File: src/rtl/skr_pkg.sv
package skr_pkg;

  typedef enum logic [1:0] {
    ACC_NONE = 2'd0,
    ACC_RW   = 2'd1,
    ACC_RO   = 2'd2,
    ACC_WO   = 2'd3
  } acc_t;

  localparam int unsigned WORD_W     = 32;
  localparam int unsigned KEY_W      = 16;
  localparam logic [KEY_W-1:0] LOCK_KEY   = 16'h767B;
  localparam logic [KEY_W-1:0] UNLOCK_KEY = 16'hDF0D;

  // Word indices whose position matters to software.
  localparam int unsigned SCRATCH_IDX = 0;
  localparam int unsigned LOCK_IDX    = 1;
  localparam int unsigned UNLOCK_IDX  = 2;
  localparam int unsigned STATUS_IDX  = 3;
  localparam int unsigned CFG_BASE    = 64;
  localparam int unsigned NUM_CFG     = 8;
  localparam int unsigned RSTCTL_IDX  = 128;
  localparam int unsigned ID_IDX      = 332;

  // Access class of a word index.
  function automatic acc_t classify(input logic [31:0] idx, input int unsigned ncfg);
    acc_t c;
    c = ACC_NONE;
    if (idx == 32'(SCRATCH_IDX) || idx == 32'(RSTCTL_IDX))
      c = ACC_RW;
    else if (idx == 32'(LOCK_IDX) || idx == 32'(UNLOCK_IDX))
      c = ACC_WO;
    else if (idx == 32'(STATUS_IDX) || idx == 32'(ID_IDX))
      c = ACC_RO;
    else if (idx >= 32'(CFG_BASE) && idx < 32'(CFG_BASE + ncfg))
      c = ACC_RW;
    return c;
  endfunction

  // Reset value of configuration word i.
  function automatic logic [WORD_W-1:0] cfg_reset(input int unsigned i);
    logic [WORD_W-1:0] v;
    v = 32'h1800_0001;
    v = v | (32'(i & 8'hFF) << 16) | (32'(i & 8'hFF) << 8);
    return v;
  endfunction

  function automatic logic key_match(input logic [KEY_W-1:0] d, input logic [KEY_W-1:0] key);
    return d == key;
  endfunction

endpackage

File: src/rtl/skr_access_decode.sv
module skr_access_decode
  import skr_pkg::*;
#(
  parameter int unsigned NUM_CFG_P = NUM_CFG
) (
  input  logic [31:0] idx,
  input  logic        wr_en,
  input  logic        rd_en,
  input  logic        locked,
  output acc_t        cls,
  output logic        wr_bad,
  output logic        rd_bad,
  output logic        wr_commit,
  output logic        key_wr
);

  logic lock_exempt;

  always_comb begin
    cls         = classify(idx, NUM_CFG_P);
    lock_exempt = (idx == 32'(SCRATCH_IDX));
    // Class check first, lock check only for otherwise permitted words.
    wr_bad      = wr_en && ((cls == ACC_NONE) || (cls == ACC_RO) ||
                            ((cls == ACC_RW) && locked && !lock_exempt));
    rd_bad      = rd_en && ((cls == ACC_NONE) || (cls == ACC_WO));
    wr_commit   = wr_en && (cls == ACC_RW) && !wr_bad;
    key_wr      = wr_en && (cls == ACC_WO);
  end

endmodule

File: src/rtl/skr_lock_ctrl.sv
module skr_lock_ctrl
  import skr_pkg::*;
(
  input  logic             clk,
  input  logic             rst,
  input  logic             key_wr,
  input  logic [31:0]      idx,
  input  logic [KEY_W-1:0] key_data,
  output logic             locked
);

  logic set_hit, clr_hit;

  always_comb begin
    set_hit = key_wr && (idx == 32'(LOCK_IDX))   && key_match(key_data, LOCK_KEY);
    clr_hit = key_wr && (idx == 32'(UNLOCK_IDX)) && key_match(key_data, UNLOCK_KEY);
  end

  always_ff @(posedge clk) begin
    if (rst)          locked <= 1'b1;
    else if (set_hit) locked <= 1'b1;
    else if (clr_hit) locked <= 1'b0;
  end

endmodule

File: src/rtl/skr_reg_bank.sv
module skr_reg_bank
  import skr_pkg::*;
#(
  parameter int unsigned     NUM_CFG_P = NUM_CFG,
  parameter logic [31:0]     ID_WORD   = 32'h5C0A_0001
) (
  input  logic              clk,
  input  logic              rst,
  input  logic              wr_commit,
  input  logic [31:0]       idx,
  input  logic [WORD_W-1:0] wdata,
  input  logic              locked,
  output logic [WORD_W-1:0] rd_word,
  output logic              srst_hit
);

  logic                               scratch_q;
  logic [WORD_W-1:0]                  rstctl_q;
  logic [NUM_CFG_P-1:0][WORD_W-1:0]   cfg_flat;

  always_ff @(posedge clk) begin
    if (rst) begin
      scratch_q <= 1'b0;
      rstctl_q  <= '0;
    end else if (wr_commit) begin
      if (idx == 32'(SCRATCH_IDX)) scratch_q <= wdata[0];
      if (idx == 32'(RSTCTL_IDX))  rstctl_q  <= wdata;
    end
  end

  for (genvar g = 0; g < NUM_CFG_P; g++) begin : g_cfg
    logic [WORD_W-1:0] q;
    always_ff @(posedge clk) begin
      if (rst)
        q <= cfg_reset(g);
      else if (wr_commit && idx == 32'(CFG_BASE + g))
        q <= wdata;
    end
    assign cfg_flat[g] = q;
  end

  always_comb begin
    rd_word = '0;
    if (idx == 32'(SCRATCH_IDX)) rd_word = {{(WORD_W-1){1'b0}}, scratch_q};
    if (idx == 32'(STATUS_IDX))  rd_word = {{(WORD_W-1){1'b0}}, locked};
    if (idx == 32'(RSTCTL_IDX))  rd_word = rstctl_q;
    if (idx == 32'(ID_IDX))      rd_word = ID_WORD;
    for (int i = 0; i < int'(NUM_CFG_P); i++)
      if (idx == 32'(CFG_BASE + i)) rd_word = cfg_flat[i];
  end

  assign srst_hit = wr_commit && (idx == 32'(RSTCTL_IDX)) && wdata[0];

endmodule

File: src/rtl/sysctl_keylock_regs.sv
module sysctl_keylock_regs
  import skr_pkg::*;
#(
  parameter int unsigned ADDR_W  = 10,
  parameter int unsigned NCFG    = NUM_CFG,
  parameter logic [31:0] ID_WORD = 32'h5C0A_0001
) (
  input  logic              clk,
  input  logic              rst,
  input  logic [ADDR_W-1:0] addr,
  input  logic              wr_en,
  input  logic              rd_en,
  input  logic [31:0]       wr_data,
  output logic [31:0]       rd_data,
  output logic              access_err,
  output logic              soft_rst_req
);

  logic [31:0] idx;
  acc_t        cls;
  logic        wr_bad, rd_bad, wr_commit, key_wr, locked, srst_hit;
  logic [31:0] rd_word;

  assign idx = 32'(addr);

  skr_access_decode #(.NUM_CFG_P(NCFG)) u_dec (
    .idx(idx), .wr_en(wr_en), .rd_en(rd_en), .locked(locked), .cls(cls),
    .wr_bad(wr_bad), .rd_bad(rd_bad), .wr_commit(wr_commit), .key_wr(key_wr)
  );

  skr_lock_ctrl u_lock (
    .clk(clk), .rst(rst), .key_wr(key_wr), .idx(idx),
    .key_data(wr_data[KEY_W-1:0]), .locked(locked)
  );

  skr_reg_bank #(.NUM_CFG_P(NCFG), .ID_WORD(ID_WORD)) u_bank (
    .clk(clk), .rst(rst), .wr_commit(wr_commit), .idx(idx), .wdata(wr_data),
    .locked(locked), .rd_word(rd_word), .srst_hit(srst_hit)
  );

  always_ff @(posedge clk) begin
    if (rst) begin
      rd_data      <= '0;
      access_err   <= 1'b0;
      soft_rst_req <= 1'b0;
    end else begin
      if (rd_en) rd_data <= rd_word;
      access_err   <= wr_bad || rd_bad;
      soft_rst_req <= srst_hit;
    end
  end

endmodule

File: config.mk
export PLATFORM = sky130hd
export DESIGN_NAME = sysctl_keylock_regs
export DESIGN_NICKNAME = d
export VERILOG_FILES = /design/src/rtl/skr_pkg.sv /design/src/rtl/skr_access_decode.sv /design/src/rtl/skr_lock_ctrl.sv /design/src/rtl/skr_reg_bank.sv /design/src/rtl/sysctl_keylock_regs.sv
export SDC_FILE = /design/constraint.sdc
export NUM_CORES = 1
export LEC_CHECK = 0
export ABC_CLOCK_PERIOD_IN_PS = 5100
export BUFFER_PORTS_ARGS = -buffer_cell sky130_fd_sc_hd__buf_4
export CAP_MARGIN = 0
export CORE_MARGIN = 5
export CORE_UTILIZATION = 65
export DETAILED_ROUTE_END_ITERATION = 16
export GPL_ROUTABILITY_DRIVEN = 1
export PLACE_DENSITY = 0.84
export SKIP_LAST_GASP = 1
export SYNTH_ARGS = -nofsm -noshare
export SYNTH_HDL_FRONTEND = slang
export SYNTH_SLANG_ARGS = --single-unit
File: constraint.sdc
create_clock -name clk -period 5.1 [get_ports clk]
set_clock_uncertainty 0.15 [all_clocks]
set_input_delay 1.02 -clock clk [delete_from_list [all_inputs] [get_ports clk]]
set_output_delay 1.02 -clock clk [all_outputs]
set_load 0.1 [all_outputs]
==> impl_metrics.yaml <==
run_status:
  status: "finished clean"
logic_synthesis:
  synth.distinct_cells: 75
  yosys.area.top_type: "dfxtp_1"
  synth_seq_area_share_pct: 43.65
  synth_area_sq_um: 14860
  synth_edf_count: 0
  synth_top_area_share_pct: 43.65
  synth-seq-cells: 324
  synth.area.top_cells: "dfxtp_1 (44%), nand2_1 (14%), a21oi_1 (8.8%)"
  yosysMostFrequentCell: "nand2_1"
  ys_warn_count: 0
  syn-num-nets: 1960
  synth_flop_cell: "dfxtp_1"
  async_flop_share_pct: 0
  syn_inst: 1912
  syn_avg_cell_area_sq_um: 7.772
  netlist_top_cells_count: "nand2_1 (560), dfxtp_1 (324), a21oi_1 (262)"
worst_setup_path:
  worstSetupStartpointType: "input port"
  cp.required_ns: 5.33
  critPathMaxFanout: 47
  crit_type: "in2reg"
  crit_path_cell_trace: "buf_4 -> or2_2 -> or4_1 -> o21a_1 -> ha_1 -> and2_1 -> nand4_4 -> mux2i_1 -> nand2_1"
  slowest_stage: "nand4_4"
  critPathMaxStageDelay_ns: 0.89
  critPathTopFamily: "simple AND/OR/NAND/NOR gates"
  cp.buffers_inverters: 1
  crit_arrival_ns: 4.43
  worst_setup_path_end_kind: "register"
timing:
  fmaxAchievable_mhz: 238.1
  tns_ns: 0
  layout_min_cycle_time_ns: 4.200
  rsz0062_at_grt: "no"
  setup_viol: 0
  tightest_slew_ns: 1.317
  timing.final.hold_violations: 0
  slew_headroom_pct: 11.90
  period_share_pct: 82.36
  fin_ws_ns: 0.8998
  finalMaxSlewViolations: 0
clocking:
  clock_latency_ns: 0.52
  cts_buffers: 34
  cts-hold-fix-buffers: 0
  post-cts-setup-buffers: 0
  clk_pin_slew_worst_paths_ns: 0.07
  htreeDepth: 2
  cts_resized: 0
  cts_tree: "yes"
  clockRootBuffer: "clkbuf_16"
  cts_sinks: 324
  cts_buffer_depth: 3
route:
  ant_nets: 0
  drc: 0
  vias: 15070
  wl_mm: 53.51
  drt_iter0_drc: 2857
  drt-pass1-iter-count: 8
  vias_per_cell: 6.836
  routedWlPerCell_microns: 24.27
placed_design:
  place_hpwl_mm: 33.44
  place_ws_ns: 0.5337
  place_congestion: 1.045
  io_buffer_count: 79
global_route:
  grt_max_degree: 152
  grt_pass1_vias: 14330
  track_usage_pct: 39.75
  grt_overflow: 0
  grt_pass1_wl_mm: 81.39
  antenna_found_initial: 0
floorplan:
  coreArea_sq_um: 22570
  rows: 55
  die_y_microns: 161.2
  die-area_sq_um: 25990
  ios: 80
  start_util_pct: 65.84
  fp.dieW_microns: 161.2
final_layout:
  syn_to_final_growth_pct: 12.07
  nNetsFinal: 1947
  drive_gt1_share_pct: 12.55
  n_antenna_cell: 0
  final_util_pct: 73.78
power_and_ir_drop:
  cellLeakagePower_nw: 6.182
  ir_drop_mv: 0.3135
  p_total_mw: 5.442
  p_per_area_nw_per_um2: 326.8
flow_run:
  cap_viol_max_count: 0
min_path:
  hold_path.class: "reg2reg"
tightest hold or removal path: cells and delay by family, from the launching register on:
kind	cells	cell delay (ns)
and+or+nand+nor	1	0.05
AOI/OAI and AO/OA	1	0.05
DFF	1	0.31
sequential cells by signal, summed over array words and instances (netlist names):
| name | flops |
|---|---|
| soft_rst_req | 1 |
| u_bank.rstctl_q | 32 |
| u_bank.scratch_q | 1 |
| rd_data | 32 |
| u_lock.locked | 1 |
| u_bank.g_cfg.q | 256 |
| access_err | 1 |
kinds of logic (layout without fill, tap and decap cells):
| logic type | count (synthesis) | in the layout | synth area share [%] |
|---|---|---|---|
| AO/OA/AOI/OAI | 533 | 533 | 22.70 |
| adder cells (fa/ha/maj) | 2 | 2 | 0.1684 |
| buffers and inverters | 199 | 207 | 5.860 |
| flip-flops | 324 | 324 | 43.65 |
| multiplexers | 55 | 55 | 3.831 |
| AND/OR/NAND/NOR | 799 | 799 | 23.79 |
where the power goes:
| part | internal (mW) | switching, mW | leakage [nW] |
|---|---|---|---|
| clock | 1.54 | 1.00 | 0.567 |
| combinational | 0.0917 | 0.265 | 3.00 |
| sequential | 2.53 | 0.00268 | 2.61 |
metal layers:
metal  GRT usage (%)  part of all wire (%)  vias to the layer above
met3           9.977                    14                      294
met1           50.61                    35                     6973
met2           61.17                    43                     1198
met5               0                     0                        -
met4           23.92                   6.8                        0
li1                -                     -                     6609
path summary, 6_finish.rpt:
path / slack (ns) / endpoint / from / depth (start not counted)
min: 0.30 / rd_data[28] / rd_data[28] / 2
min reg2reg: 0.30 / rd_data[28] / rd_data[28] / 2
max reg2reg: 2.75 / u_bank.g_cfg[4].q[10] / u_lock.locked / 5
max: 0.90 / u_bank.g_cfg[4].q[10] / addr[1] / 9
through the flow:
step,hold WS [ns],std cells,cell area (sq um)
finish,0.3012,2205,16650
global placement,0.2869,2148,15500
global route,0.3127,2205,16650
detailed placement,0.2940,2148,15500
floorplan,0.2813,1912,14860
CTS,0.3019,2205,16650
area by class of cell:
cell class / instances / area, sq um
Clock buffer: 51 / 1069
Clock inverter: 6 / 82.58
Fill cell: 1734 / 5918
Inverter: 7 / 26.28
Multi-Input combinational cell: 1389 / 7541
Sequential cell: 324 / 6486
Tap cell: 285 / 356.6
Timing Repair Buffer: 143 / 1092
cells in the final DEF (no fill, tap or decap), drive strengths merged, types with 6 or more instances in the layout:
| master | n |
|---|---|
| buf | 142 |
| a222oi | 18 |
| o221ai | 7 |
| a21boi | 7 |
| mux2i | 49 |
| a22o | 10 |
| or3b | 6 |
| nor2 | 64 |
| o32ai | 8 |
| nor3 | 16 |
| o22a | 6 |
| dfxtp | 324 |
| o21ai | 66 |
| o211ai | 8 |
| a2bb2oi | 28 |
| clkbuf | 52 |
| or2 | 11 |
| o22ai | 32 |
| nand3b | 12 |
| a211oi | 8 |
| nand3 | 53 |
| nand2b | 18 |
| a221oi | 13 |
| a21oi | 263 |
| o2bb2ai | 6 |
| nand2 | 560 |
| and3 | 12 |
| a221o | 18 |
| nor4 | 6 |
| or3 | 13 |
| nor2b | 8 |
| a22oi | 10 |
No activity file was read; power rests on OpenSTA's default activity.
